$ cat src/rtl/pit_pkg.sv
package pit_pkg;

    localparam int BYTE_W  = 8;
    localparam int COUNT_W = 16;

    typedef enum logic [2:0] {
        MODE_TC   = 3'd0,
        MODE_RATE = 3'd2,
        MODE_SQR  = 3'd3
    } tmr_mode_e;

    typedef struct packed {
        logic      latch;
        logic      setup;
        logic      bad;
        tmr_mode_e mode;
    } ctl_cmd_t;

    // Effective period of a start value: zero stands for a full wrap.
    function automatic logic [COUNT_W:0] span_of(input logic [COUNT_W-1:0] v);
        return (v == '0) ? {1'b1, {COUNT_W{1'b0}}} : {1'b0, v};
    endfunction

    function automatic logic mode_ok(input logic [2:0] m);
        return (m == 3'd0) || (m == 3'd2) || (m == 3'd3);
    endfunction

endpackage

$ cat src/rtl/pit_ctl_decode.sv
module pit_ctl_decode
    import pit_pkg::*;
#(
    parameter logic [1:0] CHAN_SEL = 2'd0
) (
    input  logic                ctl_wr,
    input  logic [BYTE_W-1:0]   ctl_data,
    output ctl_cmd_t            cmd
);
    localparam logic [1:0] SEL_READBACK = 2'b11;
    localparam logic [1:0] ACC_LATCH    = 2'b00;
    localparam logic [1:0] ACC_LOHI     = 2'b11;

    logic [1:0] sel_f;
    logic [1:0] acc_f;
    logic [2:0] mode_f;
    logic       bcd_f;

    assign sel_f  = ctl_data[7:6];
    assign acc_f  = ctl_data[5:4];
    assign mode_f = ctl_data[3:1];
    assign bcd_f  = ctl_data[0];

    always_comb begin
        cmd       = '0;
        cmd.mode  = MODE_TC;
        if (ctl_wr) begin
            if (sel_f == SEL_READBACK) begin
                cmd.bad = 1'b1;
            end else if (sel_f == CHAN_SEL) begin
                if (acc_f == ACC_LATCH) begin
                    cmd.latch = 1'b1;
                end else if (acc_f != ACC_LOHI || bcd_f || !mode_ok(mode_f)) begin
                    cmd.bad = 1'b1;
                end else begin
                    cmd.setup = 1'b1;
                    cmd.mode  = tmr_mode_e'(mode_f);
                end
            end
        end
    end

    // a command is at most one of latch, setup, error.
    always_comb begin
        assert_one_kind_R2: assert ($onehot0({cmd.latch, cmd.setup, cmd.bad}));
    end

endmodule

$ cat src/rtl/pit_byte_port.sv
module pit_byte_port
    import pit_pkg::*;
(
    input  logic                 clk,
    input  logic                 rst,
    input  logic                 setup,
    input  logic                 latch_req,
    input  logic [COUNT_W-1:0]   live_count,
    input  logic                 dat_wr,
    input  logic                 dat_rd,
    output logic                 load_lo,
    output logic                 load_hi,
    output logic [BYTE_W-1:0]    rdata
);
    logic                wr_hi;
    logic                rd_hi;
    logic                held;
    logic [COUNT_W-1:0]  snap;
    logic [COUNT_W-1:0]  src;
    logic                release_now;

    assign load_lo     = dat_wr && !wr_hi && !setup;
    assign load_hi     = dat_wr &&  wr_hi && !setup;
    assign release_now = dat_rd && rd_hi && held;
    assign src         = held ? snap : live_count;
    assign rdata       = rd_hi ? src[COUNT_W-1:BYTE_W] : src[BYTE_W-1:0];

    always_ff @(posedge clk) begin
        if (rst) begin
            wr_hi <= 1'b0;
            rd_hi <= 1'b0;
            held  <= 1'b0;
            snap  <= '0;
        end else begin
            if (setup) begin
                wr_hi <= 1'b0;
                rd_hi <= 1'b0;
            end else begin
                if (dat_wr) wr_hi <= !wr_hi;
                if (dat_rd) rd_hi <= !rd_hi;
            end
            if (release_now) begin
                held <= 1'b0;
            end else if (latch_req && !held) begin
                held <= 1'b1;
                snap <= live_count;
            end
        end
    end

    // a pending snapshot is never replaced.
    assert_snap_kept_R4: assert property (@(posedge clk) disable iff (rst)
        held && !release_now |=> held && $stable(snap));

    // a setup word returns both pointers to the low byte.
    assert_ptr_reset_R11: assert property (@(posedge clk) disable iff (rst)
        setup |=> !wr_hi && !rd_hi);

endmodule

$ cat src/rtl/pit_down_counter.sv
module pit_down_counter
    import pit_pkg::*;
(
    input  logic                 clk,
    input  logic                 rst,
    input  logic                 tick,
    input  logic                 setup,
    input  tmr_mode_e            setup_mode,
    input  logic                 load_lo,
    input  logic                 load_hi,
    input  logic [BYTE_W-1:0]    wbyte,
    output logic [COUNT_W-1:0]   count,
    output logic                 out
);
    tmr_mode_e           mode_q;
    logic [COUNT_W-1:0]  reload;
    logic                running;
    logic                at_one;
    logic [COUNT_W-1:0]  nxt;
    logic                nxt_out;

    assign at_one = (count == {{(COUNT_W-1){1'b0}}, 1'b1});

    always_comb begin
        nxt     = count - 1'b1;
        nxt_out = out;
        unique case (mode_q)
            MODE_TC: begin
                if (at_one) nxt_out = 1'b1;
            end
            MODE_RATE: begin
                if (at_one) nxt = reload;
                nxt_out = (nxt != {{(COUNT_W-1){1'b0}}, 1'b1});
            end
            MODE_SQR: begin
                if (at_one) nxt = reload;
                nxt_out = span_of(nxt) > (span_of(reload) >> 1);
            end
            default: ;
        endcase
    end

    always_ff @(posedge clk) begin
        if (rst) begin
            mode_q  <= MODE_TC;
            reload  <= '0;
            count   <= '0;
            running <= 1'b0;
            out     <= 1'b0;
        end else if (setup) begin
            mode_q  <= setup_mode;
            running <= 1'b0;
            out     <= (setup_mode != MODE_TC);
        end else if (load_lo) begin
            count[BYTE_W-1:0]  <= wbyte;
            reload[BYTE_W-1:0] <= wbyte;
            running            <= 1'b0;
        end else if (load_hi) begin
            count[COUNT_W-1:BYTE_W]  <= wbyte;
            reload[COUNT_W-1:BYTE_W] <= wbyte;
            running                  <= 1'b1;
            out                      <= (mode_q != MODE_TC);
        end else if (tick && running) begin
            count <= nxt;
            out   <= nxt_out;
            if (mode_q == MODE_TC && at_one) running <= 1'b0;
        end
    end

    // without a tick or a write the count holds.
    assert_tick_gate_R10: assert property (@(posedge clk) disable iff (rst)
        !tick && !load_lo && !load_hi |=> $stable(count));

    // a low-byte write halts the countdown.
    assert_lo_halts_R6: assert property (@(posedge clk) disable iff (rst)
        load_lo && !setup |=> !running);

    // once high in mode 0, the output stays high until reloaded.
    assert_tc_sticky_R7: assert property (@(posedge clk) disable iff (rst)
        mode_q == MODE_TC && out && !load_hi && !setup |=> out);

    // the rate generator's low phase lasts one tick.
    assert_rate_pulse_R8: assert property (@(posedge clk) disable iff (rst)
        mode_q == MODE_RATE && running && !out && tick && !setup && !load_lo && !load_hi
        |=> out);

endmodule

$ cat src/rtl/pit_channel.sv
module pit_channel
    import pit_pkg::*;
#(
    parameter logic [1:0] CHAN_SEL = 2'd0
) (
    input  logic        clk,
    input  logic        rst,
    input  logic        ctl_wr,
    input  logic [7:0]  ctl_data,
    input  logic        dat_wr,
    input  logic [7:0]  dat_wdata,
    input  logic        dat_rd,
    input  logic        tick_en,
    output logic [7:0]  dat_rdata,
    output logic        timer_out,
    output logic        cfg_err
);
    ctl_cmd_t            cmd;
    logic                load_lo;
    logic                load_hi;
    logic [COUNT_W-1:0]  count;
    logic                err_q;

    pit_ctl_decode #(.CHAN_SEL(CHAN_SEL)) u_dec (
        .ctl_wr   (ctl_wr),
        .ctl_data (ctl_data),
        .cmd      (cmd)
    );

    pit_byte_port u_port (
        .clk        (clk),
        .rst        (rst),
        .setup      (cmd.setup),
        .latch_req  (cmd.latch),
        .live_count (count),
        .dat_wr     (dat_wr),
        .dat_rd     (dat_rd),
        .load_lo    (load_lo),
        .load_hi    (load_hi),
        .rdata      (dat_rdata)
    );

    pit_down_counter u_cnt (
        .clk        (clk),
        .rst        (rst),
        .tick       (tick_en),
        .setup      (cmd.setup),
        .setup_mode (cmd.mode),
        .load_lo    (load_lo),
        .load_hi    (load_hi),
        .wbyte      (dat_wdata),
        .count      (count),
        .out        (timer_out)
    );

    always_ff @(posedge clk) begin
        if (rst) err_q <= 1'b0;
        else     err_q <= cmd.bad;
    end

    assign cfg_err = err_q;

    // a read-back select always reports an error next cycle.
    assert_readback_err_R2: assert property (@(posedge clk) disable iff (rst)
        ctl_wr && ctl_data[7:6] == 2'b11 |=> cfg_err);

    // a word for another channel never reports an error.
    assert_other_quiet_R1: assert property (@(posedge clk) disable iff (rst)
        ctl_wr && ctl_data[7:6] != 2'b11 && ctl_data[7:6] != CHAN_SEL |=> !cfg_err);

endmodule

$ cat config.mk
export PLATFORM = sky130hd
export DESIGN_NAME = pit_channel
export DESIGN_NICKNAME = d
export VERILOG_FILES = /design/src/rtl/pit_pkg.sv /design/src/rtl/pit_ctl_decode.sv /design/src/rtl/pit_byte_port.sv /design/src/rtl/pit_down_counter.sv /design/src/rtl/pit_channel.sv
export SDC_FILE = /design/constraint.sdc
export NUM_CORES = 1
export LEC_CHECK = 0
export ABC_CLOCK_PERIOD_IN_PS = 3700
export BUFFER_PORTS_ARGS = -buffer_cell sky130_fd_sc_hd__buf_2
export CAP_MARGIN = 30
export CORE_MARGIN = 10
export CORE_UTILIZATION = 38
export CTS_CLUSTER_DIAMETER = 50
export CTS_CLUSTER_SIZE = 20
export DETAILED_ROUTE_END_ITERATION = 10
export SYNTH_ARGS = -nofsm -noshare
export SYNTH_HDL_FRONTEND = slang
export SYNTH_SLANG_ARGS = --single-unit
export TNS_END_PERCENT = 10
$ cat constraint.sdc
create_clock -name clk -period 3.7 [get_ports clk]
set_clock_uncertainty 0.15 [all_clocks]
set_input_delay 0.37 -clock clk [delete_from_list [all_inputs] [get_ports clk]]
set_output_delay 0.37 -clock clk [all_outputs]
set_load 0.01 [all_outputs]
==> flow_summary.toml <==
[status]
status = "complete, no violations"

[cts]
clock-sinks = 57
clockBufferDepth = 2
cts_root_buf = "clkbuf_8"
htreeDepth = 3
worstSkewPairLatency_ns = 0.35
tritoncts = "done"
postCtsHoldBufs = 0
numCtsBuffers = 9
clk_pin_slew_ns = 0.07

[critical_path]
endpoint_kind = "flop"
path_class = "reg2reg"
cp_top_family = "simple AND/OR/NAND/NOR gates"
cp_max_fo = 5
crit_path_max_incr_delay_ns = 0.40
crit_top_cell = "nor3_1"
worstPathArrival_ns = 3.60
critPathBufInv = 1
critPathRequiredTime_ns = 3.78
cp-start-kind = "flop"
slowest_stage = "nor4_4"
critical_path.cell_chain = "nor4_4 > buf_4 > nand3_1 > o31a_1 > nor2_1 > a21oi_1 > ha_1 > nand2_1 > nor3_1 > a211oi_1 > o211ai_1 > a211o_1 > nor4b_1 > nor3_1"

[yosys]
synth_edf_count = 0
synth_xor_area_share_pct = 2.72
async_reset_ff_share_pct = 0
synth-seq-cells = 57
synthesis.nets = 546
synthCells = 506
synth.area.mux_share_pct = 5.24
synth_seq_area_share_pct = 29.5
synth-simple-area-share_pct = 28.5
postSynthAreaPerCell_um2 = 7.64
synth_compound_area_share_pct = 22.2
synth_warnings = 0
syn_area_mm2 = 0.00387
synth_cell_types = 59
ys.flop_type = "dfxtp_1"
synth_top_family_by_area = "simple AND/OR/NAND/NOR gates"
synth_fa_ha_area_share_pct = 5.83

[floorplanning]
pin_count = 32
std_cell_rows = 36
start_util_pct = 39.2
core_mm2 = 0.00986
fp.dieW_um = 121
chipHeight_um = 121
die-area_mm2 = 0.0146

[detailed_routing]
wirelength_um = 11900
dr.first_iter.drc_count = 330
antenna_left = 0
drtPass1Iterations = 6
viasPerCell = 5.66
wire_per_inst_um = 17.6
vias = 3834
drc = 0

[power]
switching_share_pct = 37.7
ir_drop_uv = 236
power_density_mw_per_mm2 = 475
pwr-share-seq_pct = 32.6
p_sw_w = 0.000798
clockPowerShare_pct = 27.1
p_comb_share_pct = 40.3
leakage_nw = 1.70
internal_power_w = 0.00132

[sta]
setup_viol = 0
tightest_slew_ns = 0.882
fin_hold_ws_ns = 0.137
finalHoldViolCount = 0
setup_tns_ns = 0
slew_headroom_pct = 41.0
min_period_ns = 3.52
slew_viol_final = 0
grt_setup_unrepaired = "no"
fin_crit_sh_pct = 95.2
clock.fmax_ghz = 0.284

[grt]
grt_overflow = 0
grt_usage_pct = 16.4
grt_pass1_vias = 3639
antenna_found_initial = 0
grt_max_degree = 41
grt_pass1_wl_um = 19200

[flow_run]
maxCapViolCount = 0

[min_path]
hold_path.class = "in2reg"

[finish]
insertedDiodeCount = 0
final_layout_size_suffix_gt1_share_pct = 18.6
area_growth_pct = 15.3
nNetsFinal = 580

[place]
place_hpwl_um = 9110
gp_congestion = 0.930
portBuffers = 31
[what timing repair did]
item / 4_1_cts / 5_1_grt
resized for setup: 0 / 5
endpoints found under the setup margin: 0 / 1
buffers inserted: 0 / 1
[metrics by stage]
stage	utilization, %	cells	cell area (um^2)	total power [W]	setup WS [ns]
floorplan	-	506	3870	0.00129	0.332
global placement	43.0	661	4240	0.00152	0.215
detailed placement	43.0	661	4240	0.00153	0.147
CTS	44.8	676	4420	0.00211	0.119
global route	45.2	677	4460	0.00225	0.00493
finish	45.2	677	4460	0.00212	0.176
[final timing paths]
check,startpoint,endpoint,slack (ns),cells past startpoint
setup / recovery,u_cnt.count[7],u_cnt.out,0.18,14
hold / removal,ctl_wr,cfg_err,0.14,2
setup reg to reg,u_cnt.count[7],u_cnt.out,0.18,14
hold reg to reg,u_port.snap[6],u_port.snap[6],0.30,2
[layout make-up]
| type | instances | area, um^2 |
|---|---|---|
| well taps | 133 | 166 |
| clock inverters | 6 | 60.1 |
| repair buffers | 58 | 358 |
| clock buffers | 9 | 124 |
| multi-input cells | 394 | 2530 |
| flip-flops and latches | 57 | 1140 |
| fillers | 1002 | 5410 |
| inverters | 20 | 75.1 |
[placed cells by master (no fill, tap or decap), types with 8 or more instances in the layout]
cell / n
buf_2: 31
o211ai_1: 13
a21oi_1: 62
nand2_1: 94
o21ai_0: 11
buf_4: 27
ha_1: 18
inv_1: 20
nor3_1: 11
mux4_2: 8
nor2_1: 50
xnor2_1: 9
dfxtp_1: 57
o311ai_0: 8
clkbuf_8: 9
[cell usage after synthesis, drive strengths merged (7+ instances only)]
cell	instances	area share, %
clkbuf	29	2.8
nor4	11	2.7
mux4	8	4.7
nor3	13	1.8
nand4	7	1.5
inv	20	1.9
o311ai	8	1.8
dfxtp	57	30
a21oi	62	8.0
xnor2	9	2.0
o211ai	13	2.5
nor2	50	4.9
ha	18	5.8
o21ai	11	1.4
nand2	94	9.1
[registers in the layout, indices dropped and copies added, names as in the netlist]
name,flops
u_cnt.mode_q,3
u_cnt.count,16
u_cnt.reload,16
u_port.rd_hi,1
u_cnt.out,1
u_port.wr_hi,1
u_port.snap,16
cfg_err,1
u_cnt.running,1
u_port.held,1
[per-layer routing]
layer	GRT usage [%]	vias to the layer above	wire, um
li1	-	1881	-
met1	21.0	1812	5520
met2	26.3	120	5470
met3	3.91	21	726
met4	5.28	0	235
met5	0	-	0
[worst register-to-register path: stages (launching register included)]
cell and delay [ns]:
dfxtp_1 0.34, nor4_4 0.40, buf_4 0.21, nand3_1 0.18, o31a_1 0.32, nor2_1 0.15
a21oi_1 0.10, ha_1 0.31, nand2_1 0.09, nor3_1 0.06, a211oi_1 0.22, o211ai_1 0.13
a211o_1 0.34, nor4b_1 0.33, nor3_1 0.08
[cell families (layout without fill, tap and decap cells)]
family	Yosys count	count (layout)
XOR/XNOR	12	12
AND/OR/NAND/NOR	223	223
flip-flops	57	57
AO/OA/AOI/OAI	131	131
multiplexers	10	10
adder cells (fa/ha/maj)	18	18
buffers and inverters	55	93
[power by group through the flow]
| stage | Clock [W] | Sequential [W] | Combinational [W] |
|---|---|---|---|
| finish | 0.000574 | 0.000690 | 0.000854 |
| global route | 0.000614 | 0.000695 | 0.000946 |
| CTS | 0.000589 | 0.000687 | 0.000835 |
| detailed placement | 0 | 0.000701 | 0.000831 |
| global placement | 0 | 0.000700 | 0.000822 |
| floorplan | 0 | 0.000687 | 0.000605 |
Note: power is estimated with default switching activity, not from simulation.
